===== src/rtl/hnpc_pkg.sv =====
package hnpc_pkg;

    // Default carrier peak: one period spans 2*CAR_PEAK clocks.
    localparam int CAR_PEAK      = 500;
    // Default dead bands in clocks.
    localparam int DT_SLOW       = 9;
    localparam int DT_FAST       = 3;
    // Leg structure.
    localparam int NUM_PHASES    = 3;
    localparam int SLOW_PER_LEG  = 4;
    localparam int FAST_PER_LEG  = 2;
    localparam int GATES_PER_LEG = SLOW_PER_LEG + FAST_PER_LEG;

    typedef enum logic {
        DIR_UP = 1'b0,
        DIR_DN = 1'b1
    } car_dir_e;

    // Packed so that outer_hi is bit 0 and fet_lo is bit 5.
    typedef struct packed {
        logic fet_lo;
        logic fet_hi;
        logic outer_lo;
        logic clamp_lo;
        logic clamp_hi;
        logic outer_hi;
    } leg_gates_t;

    // Map half-cycle sign and fast comparison result onto the six devices.
    function automatic leg_gates_t leg_decode(input logic positive, input logic fast_on);
        leg_gates_t g;
        g.outer_hi = positive;
        g.clamp_hi = positive;
        g.clamp_lo = ~positive;
        g.outer_lo = ~positive;
        g.fet_hi   = positive ? fast_on : ~fast_on;
        g.fet_lo   = positive ? ~fast_on : fast_on;
        return g;
    endfunction

endpackage


===== src/rtl/hnpc_carrier.sv =====
module hnpc_carrier
    import hnpc_pkg::*;
#(
    parameter int PEAK = CAR_PEAK
) (
    input  logic                        clk,
    input  logic                        rst,
    input  logic                        en,
    output logic [$clog2(PEAK+1)-1:0]   cnt
);

    localparam int CW = $clog2(PEAK + 1);

    car_dir_e dir;

    always_ff @(posedge clk) begin
        if (rst || !en) begin
            cnt <= '0;
            dir <= DIR_UP;
        end else if (dir == DIR_UP) begin
            cnt <= cnt + CW'(1);
            if (cnt == CW'(PEAK - 1)) dir <= DIR_DN;
        end else begin
            cnt <= cnt - CW'(1);
            if (cnt == CW'(1)) dir <= DIR_UP;
        end
    end

    AST_CAR_RANGE: assert property (@(posedge clk) disable iff (rst)
        int'(cnt) <= PEAK);

    AST_CAR_STEP: assert property (@(posedge clk) disable iff (rst)
        (en && $past(en) && !$past(rst)) |->
        ((int'(cnt) == int'($past(cnt)) + 1) || (int'(cnt) == int'($past(cnt)) - 1)));

    AST_CAR_PARK: assert property (@(posedge clk) disable iff (rst)
        !en |=> (cnt == '0));

endmodule


===== src/rtl/hnpc_leg_cmp.sv =====
module hnpc_leg_cmp
    import hnpc_pkg::*;
#(
    parameter int PEAK = CAR_PEAK
) (
    input  logic                          clk,
    input  logic                          rst,
    input  logic                          en,
    input  logic [$clog2(2*PEAK+1)-1:0]   ref_in,
    input  logic [$clog2(PEAK+1)-1:0]     car,
    output leg_gates_t                    demand
);

    localparam int RW = $clog2(2 * PEAK + 1);
    localparam int CW = $clog2(PEAK + 1);
    localparam logic [RW-1:0] MID = RW'(PEAK);

    logic [RW-1:0] ref_q;
    logic [CW-1:0] car_q;
    logic          positive;
    logic [RW-1:0] offset;
    logic          fast_on;

    // Capture the reference at the valley; delay the carrier to stay aligned.
    always_ff @(posedge clk) begin
        if (rst || !en) begin
            ref_q <= MID;
            car_q <= '0;
        end else begin
            car_q <= car;
            if (car == '0) ref_q <= ref_in;
        end
    end

    always_comb begin
        positive = (ref_q >= MID);
        offset   = positive ? (ref_q - MID) : (MID - ref_q);
        fast_on  = (offset > RW'(car_q));
        demand   = leg_decode(positive, fast_on);
    end

    AST_REF_HOLD: assert property (@(posedge clk) disable iff (rst)
        (en && car != '0) |=> (!en || $stable(ref_q)));

    AST_REF_TAKE: assert property (@(posedge clk) disable iff (rst)
        (en && car == '0) |=> (!en || ref_q == $past(ref_in)));

endmodule


===== src/rtl/hnpc_deadband.sv =====
module hnpc_deadband #(
    parameter int DELAY = 3
) (
    input  logic clk,
    input  logic rst,
    input  logic en,
    input  logic din,
    output logic dout
);

    localparam int CW    = $clog2(DELAY + 1);
    localparam int KW    = $clog2(DELAY + 2);
    localparam int K_TOP = DELAY + 1;

    logic [CW-1:0] run;

    // Falling demand clears at once; rising demand must persist DELAY clocks.
    always_ff @(posedge clk) begin
        if (rst || !en || !din) begin
            run  <= '0;
            dout <= 1'b0;
        end else if (run == CW'(DELAY)) begin
            dout <= 1'b1;
        end else begin
            run <= run + CW'(1);
        end
    end

    // Independent watch counter: clocks of uninterrupted demand, saturating.
    logic [KW-1:0] watch;
    always_ff @(posedge clk) begin
        if (rst || !en || !din) watch <= '0;
        else if (watch != KW'(K_TOP)) watch <= watch + KW'(1);
    end

    AST_FALL_FAST: assert property (@(posedge clk) disable iff (rst)
        !din |=> !dout);

    AST_RISE_QUALIFIED: assert property (@(posedge clk) disable iff (rst)
        $rose(dout) |-> (watch == KW'(K_TOP)));

    AST_OUT_NEEDS_DEMAND: assert property (@(posedge clk) disable iff (rst)
        dout |-> $past(din));

endmodule


===== src/rtl/hnpc_modulator.sv =====
module hnpc_modulator
    import hnpc_pkg::*;
#(
    parameter int NPH     = NUM_PHASES,
    parameter int PEAK    = CAR_PEAK,
    parameter int DT_IGBT = DT_SLOW,
    parameter int DT_FET  = DT_FAST
) (
    input  logic                                 clk,
    input  logic                                 rst,
    input  logic                                 en,
    input  logic [NPH*$clog2(2*PEAK+1)-1:0]      ref_in,
    output logic [NPH*GATES_PER_LEG-1:0]         gates
);

    localparam int RW = $clog2(2 * PEAK + 1);
    localparam int CW = $clog2(PEAK + 1);
    localparam int GL = GATES_PER_LEG;

    logic [CW-1:0] car;

    hnpc_carrier #(.PEAK(PEAK)) u_carrier (
        .clk (clk),
        .rst (rst),
        .en  (en),
        .cnt (car)
    );

    for (genvar p = 0; p < NPH; p++) begin : g_leg
        leg_gates_t    dem;
        logic [GL-1:0] dem_v;
        logic [GL-1:0] out_v;

        hnpc_leg_cmp #(.PEAK(PEAK)) u_cmp (
            .clk    (clk),
            .rst    (rst),
            .en     (en),
            .ref_in (ref_in[p*RW +: RW]),
            .car    (car),
            .demand (dem)
        );

        assign dem_v = dem;

        for (genvar j = 0; j < GL; j++) begin : g_dev
            if (j < SLOW_PER_LEG) begin : g_slow
                hnpc_deadband #(.DELAY(DT_IGBT)) u_db (
                    .clk  (clk),
                    .rst  (rst),
                    .en   (en),
                    .din  (dem_v[j]),
                    .dout (out_v[j])
                );
            end else begin : g_fast
                hnpc_deadband #(.DELAY(DT_FET)) u_db (
                    .clk  (clk),
                    .rst  (rst),
                    .en   (en),
                    .din  (dem_v[j]),
                    .dout (out_v[j])
                );
            end
        end

        assign gates[p*GL +: GL] = out_v;

        AST_FET_EXCL: assert property (@(posedge clk) disable iff (rst)
            !(out_v[4] && out_v[5]));

        AST_IGBT_EXCL: assert property (@(posedge clk) disable iff (rst)
            !((out_v[0] || out_v[1]) && (out_v[2] || out_v[3])));

        AST_GATES_OFF: assert property (@(posedge clk) disable iff (rst)
            !en |=> (out_v == '0));
    end

endmodule


===== config.mk =====
export PLATFORM = sky130hd
export DESIGN_NAME = hnpc_modulator
export DESIGN_NICKNAME = d
export VERILOG_FILES = /design/src/rtl/hnpc_pkg.sv /design/src/rtl/hnpc_carrier.sv /design/src/rtl/hnpc_leg_cmp.sv /design/src/rtl/hnpc_deadband.sv /design/src/rtl/hnpc_modulator.sv
export SDC_FILE = /design/constraint.sdc
export NUM_CORES = 1
export LEC_CHECK = 0
export CORE_ASPECT_RATIO = 1.1
export CORE_MARGIN = 2
export CORE_UTILIZATION = 42
export CTS_BUF_LIST = sky130_fd_sc_hd__clkbuf_4 sky130_fd_sc_hd__clkbuf_8
export DETAILED_ROUTE_END_ITERATION = 6
export DONT_BUFFER_PORTS = 1
export HOLD_SLACK_MARGIN = 0.05
export RECOVER_POWER = 25
export SYNTH_ARGS = -nofsm -noshare
export SYNTH_HDL_FRONTEND = slang
export SYNTH_SLANG_ARGS = --single-unit

===== constraint.sdc =====
create_clock -name clk -period 3.6 [get_ports clk]
set_clock_uncertainty 0.05 [all_clocks]
set_input_delay 0.36 -clock clk [delete_from_list [all_inputs] [get_ports clk]]
set_output_delay 0.36 -clock clk [all_outputs]
set_load 0.01 [all_outputs]

== After elaboration in Yosys (flattened, before gate mapping) ==
Index checks and enable logic that the tools add are counted.
Word-level totals
  output and inout bits: 18
  bits in registers: 127
  word-level logic and storage cells: 134
  bits of input ports: 33
Operators by class
  order comparisons: 6
  add/subtract/negate cells: 26
  multiplexer cells: 13
  bitwise gates (word level): 3
  reduce and logical (&&, ||, !) cells: 24
  eq/ne operators: 20
Operators by type and width (count)
  4-bit by 1-bit adder with 4-bit output (second input constant): 12
  4-bit == test (second input constant): 12
  10-bit by 9-bit >= comparator with 1-bit output (second input constant): 3
  10-bit by 9-bit greater-than comparator with 1-bit output: 3
  10-bit two-way mux: 3
  10-bit by 9-bit subtractor with 10-bit output (second input constant): 3
  9-bit by 10-bit subtractor with 10-bit output (first input constant): 3
  1-bit logical OR: 13
  2-bit by 1-bit adder with 2-bit output (second input constant): 6
  2-bit == test (second input constant): 6
  1-bit logical NOT: 10
  9-bit by 1-bit adder with 9-bit output (second input constant): 1
  9-bit by 1-bit == test with 1-bit output (second input constant): 1
  9-bit == test (second input constant): 1
  9-bit logical NOT: 1
  1-bit two-way mux: 9
  9-bit two-way mux: 1
  9-bit by 1-bit subtractor with 9-bit output (second input constant): 1
  1-bit NOT: 3

== Depth between registers and ports, before layout ==
Gate-level depths: netlist of run 1.
  word-level depth: 7
  mapped depth: 17
  depth with buffers taken out: 15

== Modules after synthesis ==
From an unflattened synthesis of run 1, not the netlist that was laid out.
Unflattened totals
  cell total of the unflattened synthesis: 857
  area, all modules: 8006.4 µm²
Modules (own cells, without submodules)
  hnpc_deadband (g_leg[0].g_dev[0].g_slow.u_db ...): instances 12, seq. area each 100.1 µm², area an instance 236.5 µm², cells each 23
  hnpc_leg_cmp (g_leg[0].u_cmp ...): instances 2, seq. area each 380.4 µm², area an instance 1323.8 µm², cells each 152
  hnpc_leg_cmp (g_leg[1].u_cmp): instances 1, seq. area each 380.4 µm², area an instance 1285.0 µm², cells each 149
  hnpc_deadband (g_leg[0].g_dev[4].g_fast.u_db ...): instances 6, seq. area each 60.1 µm², area an instance 113.9 µm², cells each 11
  hnpc_carrier: instances 1, seq. area each 200.2 µm², area an instance 553.0 µm², cells each 62

== Worst setup path before layout of run 1 ==
Ideal clock, no wire load.
  kind: reg-to-reg
  start point: register g_leg[0].u_cmp.ref_q[3]
  end point: register g_leg[0].g_dev[5].g_fast.u_db.run[0]
  path slack: 0.311 ns
  data required time: 3.418 ns
  arrival: 3.107 ns
  buffers on the path: 2
  cell stages (with the launch flop): 18
  library setup time: 0.132 ns
  clock period less this slack: 3.289 ns
  cells stage by stage: dfxtp_1 > buf_2 > inv_1 > ha_1 > a21bo_2 > nor3b_1 > or2_2 > buf_2 > nor3_1 > a21oi_1 > xor2_1 > ha_1 > a22o_1 > nor4_1 > o221a_2 > o31ai_2 > xnor2_1 > nor3_1
Between the ends
  cells in the longest elaborated chain, start to end: 7
  elaborated cells on any way between the ends: 9
  those cells by class: 2 x add/sub; 2 x order compare; 2 x mux; 1 x bitwise; 2 x reduce/logical
RTL lines
  from (decl): line hnpc_leg_cmp.sv:18  | logic [RW-1:0] ref_q;
  from (signal assigned): line hnpc_leg_cmp.sv:31  | if (car == '0) ref_q <= ref_in;
  9-bit by 10-bit subtractor with 10-bit output, or another cell as far along: line hnpc_leg_cmp.sv:37  | offset = positive ? (ref_q - MID) : (MID - ref_q);
  10-bit two-way mux: line hnpc_leg_cmp.sv:37
  10-bit by 9-bit greater-than comparator with 1-bit output: line hnpc_leg_cmp.sv:38  | fast_on = (offset > RW'(car_q));
  1-bit NOT: line hnpc_pkg.sv:37  | g.fet_lo = positive ? ~fast_on : fast_on;
  1-bit two-way mux (*): line hnpc_pkg.sv:37
  1-bit logical NOT (*): line hnpc_deadband.sv:19  | if (rst || !en || !din) begin
  1-bit logical OR (*): line hnpc_deadband.sv:19
  to (signal assigned): line hnpc_deadband.sv:25  | run <= run + CW'(1);
  to (decl): line hnpc_deadband.sv:15  | logic [CW-1:0] run;
Mark *: on every way between the ends. The rest lies on a longest branch, timed or not.
A chain may end at the register's enable or synchronous reset.

== Final worst setup path of run 1 ==
  start point: register g_leg[0].u_cmp.ref_q[3]
  end point: register g_leg[0].g_dev[5].g_fast.u_db.run[1]
Same word-level chain as after synthesis.

==> results.tsv, run 1 <==
stage	metric	value	unit
place	gp_congestion	0.816	
yosys	syn-num-nets	932	
setup_path	startpoint_type	flip-flop	
min_path	hold_path.startpoint	en	
sta	setup_viol	0	
routing	met2_length	6160	um
yosys	syn_area	6930	sq um
yosys	async_flop_share	0	%
run	drv_cap	1	
routing	highest_layer	met4	
final_layout	multi_input_area	4010	sq um
final_layout	final_cell_area	7780	sq um
yosys	synth_flop_cell	dfxtp_1	
sta	slew_headroom	-20.8	%
clock_tree	cts_root_buf	clkbuf_8	
clock_tree	cts.sinks	127	
yosys	synthCells	827	
outcome	violations	max-capacitance violations, max-slew violations	
final_layout	drive_gt1_share	9.06	%
power_and_ir_drop	p_sw_share	29.4	%
yosys	yosys.cell_types.count	60	
routing	drc	0	
yosys	synth_area_per_cell	8.38	sq um
sta	min_period	3.34	ns
floorplan	die_area	17500	sq um
routing	via_per_inst	5.00	
global_route	grt_pass1_vias	5104	
global_route	track_usage	16.6	%
setup_path	reg2reg_from	g_leg[0].u_cmp.ref_q[3]	
clock_tree	clock_latency	0.45	ns
power_and_ir_drop	peakVddDrop	283	uV
routing	ant_nets	0	
floorplan	die_h	139	um
yosys	yosysWarnings	0	
setup_path	critPathKind	reg -> reg	
power_and_ir_drop	sequentialPowerShare	42.3	%
routing	dr_wl_met3	591	um
sta	post-route-period-util	92.8	%
setup_path	worstPathRequired	3.92	ns
power_and_ir_drop	p_leak	3.19	nW
setup_path	cp-end-kind	flip-flop	
yosys	synth_seq_cells	127	
outcome	run_status	complete, but fails checks	
routing	wl_met1	6810	um
sta	finalHoldViolations	0	
floorplan	coreArea	16200	sq um
final_layout	seqCellArea	2540	sq um
min_path	min_path_cells	3	
sta	fmax	0.299	GHz
sta	setup_tns	0	ns
power_and_ir_drop	p_clk_share	36.7	%
final_layout	final_common_cell	dfxtp_1	
clock_tree	cts_tree	done	
setup_path	r2r_end	g_leg[0].g_dev[5].g_fast.u_db.run[1]	
routing	num_vias	5324	
sta	drv_slew	42	
clock_tree	post_cts_buffers	0	
routing	post_drt_wl_per_cell	12.9	um
min_path	hp-class	in -> reg	
final_layout	most-common-layout-cells	dfxtp_1, nor2_1, nand2_1	
final_layout	nets	953	
sta	tightest_slew	1.81	ns
setup_path	critical_path_peak_fanout	9	
place	place_ws	0.110	ns
place	dp_hpwl	9720	um
global_route	antenna_found_initial	0	
yosys	synth_edf_count	0	
setup_path	cp.arrival	3.66	ns
final_layout	areaGrowthSynthToFinish	12.3	%
routing	drt-pass1-iter-count	5	
clock_tree	path_clk_slew	0.07	ns
yosys	seq_area_frac_synth	36.7	%
global_route	gr-total-overflow	0	
floorplan	die_w	126	um
place	placed_area	7020	sq um
floorplan	num_io_pins	51	
power_and_ir_drop	cellPowerDensity	458	nW/um^2
final_layout	nFillCells	1599	
setup_path	reg2reg_depth	15	
floorplan	num_rows	49	
routing	wl	13800	um
min_path	min_to	g_leg[1].u_cmp.car_q[1]	
clock_tree	numCtsBuffers	17	
power_and_ir_drop	p_switching	1.05	mW
power_and_ir_drop	p_int	2.52	mW
setup_path	reg2reg_slack	0.26	ns
place	placement.io_buffers	0	
floorplan	initial_core_util	42.7	%
power_and_ir_drop	comb_power_share	21.1	%
routing	drt_iter0_markers	231	
clock_tree	cts_buffer_depth	2	
sta	worst_slack	0.261	ns
global_route	grt_max_degree	42	
final_layout	n_antenna_cell	0	
clock_tree	h-tree-depth	4	
global_route	grt_pass1_wl	23900	um
final cells by class:
type	count	area share [%]
clock inverters	13	2.09
well taps	204	3.28
flip-flops and latches	127	32.7
multi-input cells	619	51.5
inverters	37	1.78
clock buffers	19	3.36
repair buffers	46	5.35
logic make-up (layout without fill, tap and decap cells):
kind of cell | after synthesis | in the layout | share of synthesized area, %
AND/OR/NAND/NOR | 345 | 345 | 22.9
flip-flops | 127 | 127 | 36.7
AO/OA/AOI/OAI | 123 | 123 | 10.7
buffers and inverters | 81 | 115 | 6.17
adder cells (fa/ha/maj) | 72 | 72 | 13.0
XOR/XNOR | 61 | 61 | 7.71
multiplexers | 18 | 18 | 2.78
critical path, stage by stage, from the launching register on:
cell     delay, ns
dfxtp_1       0.31
inv_1         0.11
ha_1          0.22
a21bo_2       0.26
nor3b_4       0.16
or2_4         0.29
nor3_1        0.19
a21oi_1       0.07
xor2_1        0.16
ha_1          0.31
a22o_1        0.23
nor4_2        0.18
o221a_2       0.24
o31ai_2       0.12
xnor2_2       0.18
nor3_1        0.18
worst max-delay path by stage:
stage                                                 endpoint  cells after the start                     from
final                     g_leg[0].g_dev[5].g_fast.u_db.run[1]                     15  g_leg[0].u_cmp.ref_q[3]
after global routing      g_leg[0].g_dev[5].g_fast.u_db.run[1]                     15  g_leg[0].u_cmp.ref_q[2]
after CTS                 g_leg[0].g_dev[4].g_fast.u_db.run[1]                     15  g_leg[0].u_cmp.ref_q[3]
after detailed placement  g_leg[0].g_dev[4].g_fast.u_db.run[1]                     15  g_leg[0].u_cmp.ref_q[3]
after global placement    g_leg[0].g_dev[5].g_fast.u_db.run[0]                     15  g_leg[0].u_cmp.ref_q[3]
after floorplan           g_leg[0].g_dev[5].g_fast.u_db.run[0]                     17  g_leg[0].u_cmp.ref_q[3]
power groups by stage:
stage	Combinational, mW	Sequential, mW	Clock [mW]
6_report	0.752	1.51	1.31
5_1_grt	0.859	1.52	1.41
4_1_cts	0.718	1.51	1.35
3_5_place_dp	0.685	1.54	0
3_3_place_gp	0.680	1.54	0
2_1_floorplan	0.557	1.53	0
cells in the mapped netlist (3+ instances only):
cell type  number  area share, %
dfxtp_1       127             37
nor2_1        122            6.6
nand2_1       113            6.1
ha_1           72             13
a21oi_1        53            3.8
xor2_1         39            4.9
inv_1          37            2.0
nand3_1        33            2.4
o21ai_0        32            2.3
xnor2_1        22            2.8
buf_4          20            2.2
nor3_1         16            1.2
clkbuf_1       12           0.65
mux2_2         10            1.6
nand2b_1        9           0.81
mux2i_1         8            1.2
and2_1          7           0.63
buf_2           7           0.51
nand3b_1        6           0.65
and3_1          5           0.45
nand4_1         5           0.45
nor2b_1         4           0.36
o211ai_1        4           0.43
or4_1           4           0.43
a21boi_0        3           0.32
a31oi_1         3           0.27
buf_6           3           0.49
nor3b_1         3           0.32
nor4_1          3           0.27
o31ai_1         3           0.32
through the flow:
step | util [%] | std cells | power, mW | hold WS (ns)
after detailed placement | 43.2 | 1003 | 2.22 | 0.428
after CTS | 47.7 | 1065 | 3.57 | 0.252
after global placement | 43.2 | 1003 | 2.22 | 0.429
after global routing | 47.9 | 1065 | 3.78 | 0.326
final | 47.9 | 1065 | 3.57 | 0.314
after floorplan | - | 827 | 2.08 | 0.392
repair_timing:
item                                   in CTS  in global routing
resized for setup                           0                 11
hold buffers                               30                  0
setup endpoints to repair                   0                 16
endpoints found under the hold margin      30                  0
flip-flops by register name, indices dropped and copies added, names as in the netlist:
signal                        flops
g_leg.g_dev.g_slow.u_db.dout     12
u_carrier.dir                     1
u_carrier.cnt                     9
g_leg.g_dev.g_fast.u_db.dout      6
g_leg.u_cmp.car_q                 9
g_leg.u_cmp.ref_q                30
g_leg.g_dev.g_fast.u_db.run      12
g_leg.g_dev.g_slow.u_db.run      48
layer usage:
metal,up-vias,global-route usage (%)
met1,2432,21.4
met4,0,6.25
met3,15,4.90
met5,-,0
met2,67,26.1
li1,2810,-
No activity file was read; power rests on OpenSTA's default activity.
==> inputs of run 2 (changes only) <==
--- a/config.mk
+++ b/config.mk
@@ -7,11 +7,12 @@
 export LEC_CHECK = 0
 export CORE_ASPECT_RATIO = 1.1
 export CORE_MARGIN = 2
-export CORE_UTILIZATION = 42
+export CORE_UTILIZATION = 65
 export CTS_BUF_LIST = sky130_fd_sc_hd__clkbuf_4 sky130_fd_sc_hd__clkbuf_8
 export DETAILED_ROUTE_END_ITERATION = 6
 export DONT_BUFFER_PORTS = 1
 export HOLD_SLACK_MARGIN = 0.05
+export PLACE_DENSITY = 0.84
 export RECOVER_POWER = 25
 export SYNTH_ARGS = -nofsm -noshare
 export SYNTH_HDL_FRONTEND = slang
==> results.tsv, run 2 (same netlist as run 1, synthesis figures left out) <==
stage	metric	value	unit
outcome	run_status	complete, no violations	
power_and_ir_drop	total_power	3.60	mW
clock_tree	cts_buffer_depth	2	
global_route	grt_pass1_vias	5608	
setup_path	reg2reg_slack	0.15	ns
place	dp_hpwl	10100	um
floorplan	num_rows	39	
floorplan	coreArea	10400	sq um
routing	drc	0	
sta	setup_tns	0	ns
final_layout	areaGrowthSynthToFinish	10.7	%
global_route	track_usage	26.6	%
setup_path	r2r_end	g_leg[0].g_dev[4].g_fast.u_db.run[1]	
global_route	grt_most_used_layer	met2	
floorplan	die_w	102	um
power_and_ir_drop	comb_power_share	21.1	%
power_and_ir_drop	peakVddDrop	308	uV
setup_path	max_stage_delay	0.33	ns
final_layout	most-common-layout-cells	dfxtp_1, nor2_1, nand2_1	
floorplan	num_io_pins	51	
setup_path	cp-end-kind	flip-flop	
clock_tree	cts_root_buf	clkbuf_8	
setup_path	crit_chain	inv_1 > ha_2 > a21bo_2 > nor3b_4 > or2_4 > nor3_4 > a21oi_1 > xor2_1 > ha_1 > a22o_1 > nor4_2 > o221a_2 > o31ai_2 > xnor2_1 > nor3_1	
place	placed_area	6880	sq um
place	placement.io_buffers	0	
sta	min_period	3.45	ns
routing	via_per_inst	5.72	
power_and_ir_drop	p_clk_share	36.8	%
place	placedCellCount	934	
routing	drt-pass1-iter-count	6	
final_layout	final_cell_area	7670	sq um
sta	setup_viol	0	
setup_path	critPathKind	reg -> reg	
final_layout	n_antenna_cell	0	
final_layout	top_regs	g_leg.g_dev.g_slow.u_db.run (48), g_leg.u_cmp.ref_q (30)	
setup_path	startpoint_type	flip-flop	
routing	wl	14600	um
clock_tree	cts_tree	done	
power_and_ir_drop	p_switching	1.02	mW
routing	ant_nets	0	
sta	tightest_slew	1.24	ns
setup_path	reg2reg_depth	15	
sta	drv_slew	0	
final_layout	nets	946	
run	drv_cap	0	
clock_tree	cts.sinks	127	
clock_tree	h-tree-depth	4	
sta	fmax	0.290	GHz
min_path	hp-class	in -> reg	
setup_path	critPathTopFamily	simple AND/OR/NAND/NOR gates	
final_layout	top_register	g_leg.g_dev.g_slow.u_db.run	
setup_path	cp.arrival	3.69	ns
min_path	min_to	g_leg[2].u_cmp.ref_q[7]	
global_route	use_met3	8.28	%
setup_path	critical_path_peak_fanout	9	
global_route	antenna_found_initial	0	
setup_path	path_buf_inv	1	
final_layout	final_common_cell	dfxtp_1	
routing	post_drt_wl_per_cell	14.7	um
global_route	grt_max_degree	29	
min_path	min_path_cells	2	
sta	post-route-period-util	95.7	%
global_route	grt_use_met1	30.9	%
final_layout	final_util	73.8	%
place	gp_congestion	0.900	
routing	num_vias	5694	
floorplan	die_area	11500	sq um
global_route	gr-total-overflow	0	
sta	slew_headroom	17.5	%
final_layout	largest_reg_flops	48	
routing	drt_iter0_markers	290	
floorplan	initial_core_util	66.7	%
floorplan	die_h	112	um
final_layout	drive_gt1_share	8.57	%
global_route	grt_util_met2	44.7	%
global_route	grt_pass1_wl	24400	um
power_and_ir_drop	cellPowerDensity	470	nW/um^2
setup_path	worstPathRequired	3.84	ns
power_and_ir_drop	p_leak	3.18	nW
clock_tree	clock_latency	0.46	ns
power_and_ir_drop	p_int	2.58	mW
power_and_ir_drop	p_sw_share	28.3	%
clock_tree	numCtsBuffers	17	
min_path	hold_path.startpoint	rst	
final_layout	fin_cells	995	
setup_path	cp_slowest_cell	dfxtp_1	
sta	finalHoldViolations	0	
clock_tree	path_clk_slew	0.07	ns
setup_path	reg2reg_from	g_leg[0].u_cmp.ref_q[2]	
power_and_ir_drop	sequentialPowerShare	42.1	%
-- run 2: metrics by stage --
step	setup slack (ns)	hold WS, ns
floorplan	0.311	0.392
global placement	0.269	0.423
detailed placement	0.100	0.425
CTS	0.0211	0.0804
global route	-0.0189	0.271
finish	0.154	0.244
-- run 2: final cells by class --
type,instances,area (sq um)
Multi-Input combinational cell,619,4020
Sequential cell,127,2550
Clock inverter,5,103
Clock buffer,25,325
Timing Repair Buffer,39,360
Tap cell,143,179
Fill cell,767,2720
Inverter,37,139
-- run 2: power by group through the flow --
stage          clock, mW  combinational [mW]  sequential [mW]
2_1_floorplan          0               0.557             1.53
3_3_place_gp           0               0.634             1.54
3_5_place_dp           0               0.673             1.54
4_1_cts             1.35               0.708             1.51
5_1_grt             1.40               0.843             1.52
6_report            1.33               0.760             1.52
-- run 2: worst max path at each step --
stage	start	end	slack, ns	cells past startpoint
floorplan	g_leg[0].u_cmp.ref_q[3]	g_leg[0].g_dev[5].g_fast.u_db.run[0]	0.31	17
global placement	g_leg[0].u_cmp.ref_q[3]	g_leg[0].g_dev[5].g_fast.u_db.run[1]	0.27	15
detailed placement	g_leg[0].u_cmp.ref_q[2]	g_leg[0].g_dev[5].g_fast.u_db.run[0]	0.10	15
CTS	g_leg[0].u_cmp.ref_q[2]	g_leg[0].g_dev[5].g_fast.u_db.run[0]	0.02	15
global route	g_leg[0].u_cmp.ref_q[2]	g_leg[0].g_dev[4].g_fast.u_db.run[0]	-0.02	15
finish	g_leg[0].u_cmp.ref_q[2]	g_leg[0].g_dev[4].g_fast.u_db.run[1]	0.15	15
-- run 2: repair_timing --
| item | in CTS | in global routing |
|---|---|---|
| setup buffers | 0 | 1 |
| hold endpoints to repair | 30 | 0 |
| endpoints found under the setup margin | 0 | 18 |
| hold buffers | 30 | 0 |
| gates resized for setup | 0 | 20 |
-- run 2: layer usage --
layer	wire length (um)	vias up
met5	0	-
met4	386	0
met3	813	42
met2	7360	160
met1	6070	2685
li1	-	2807
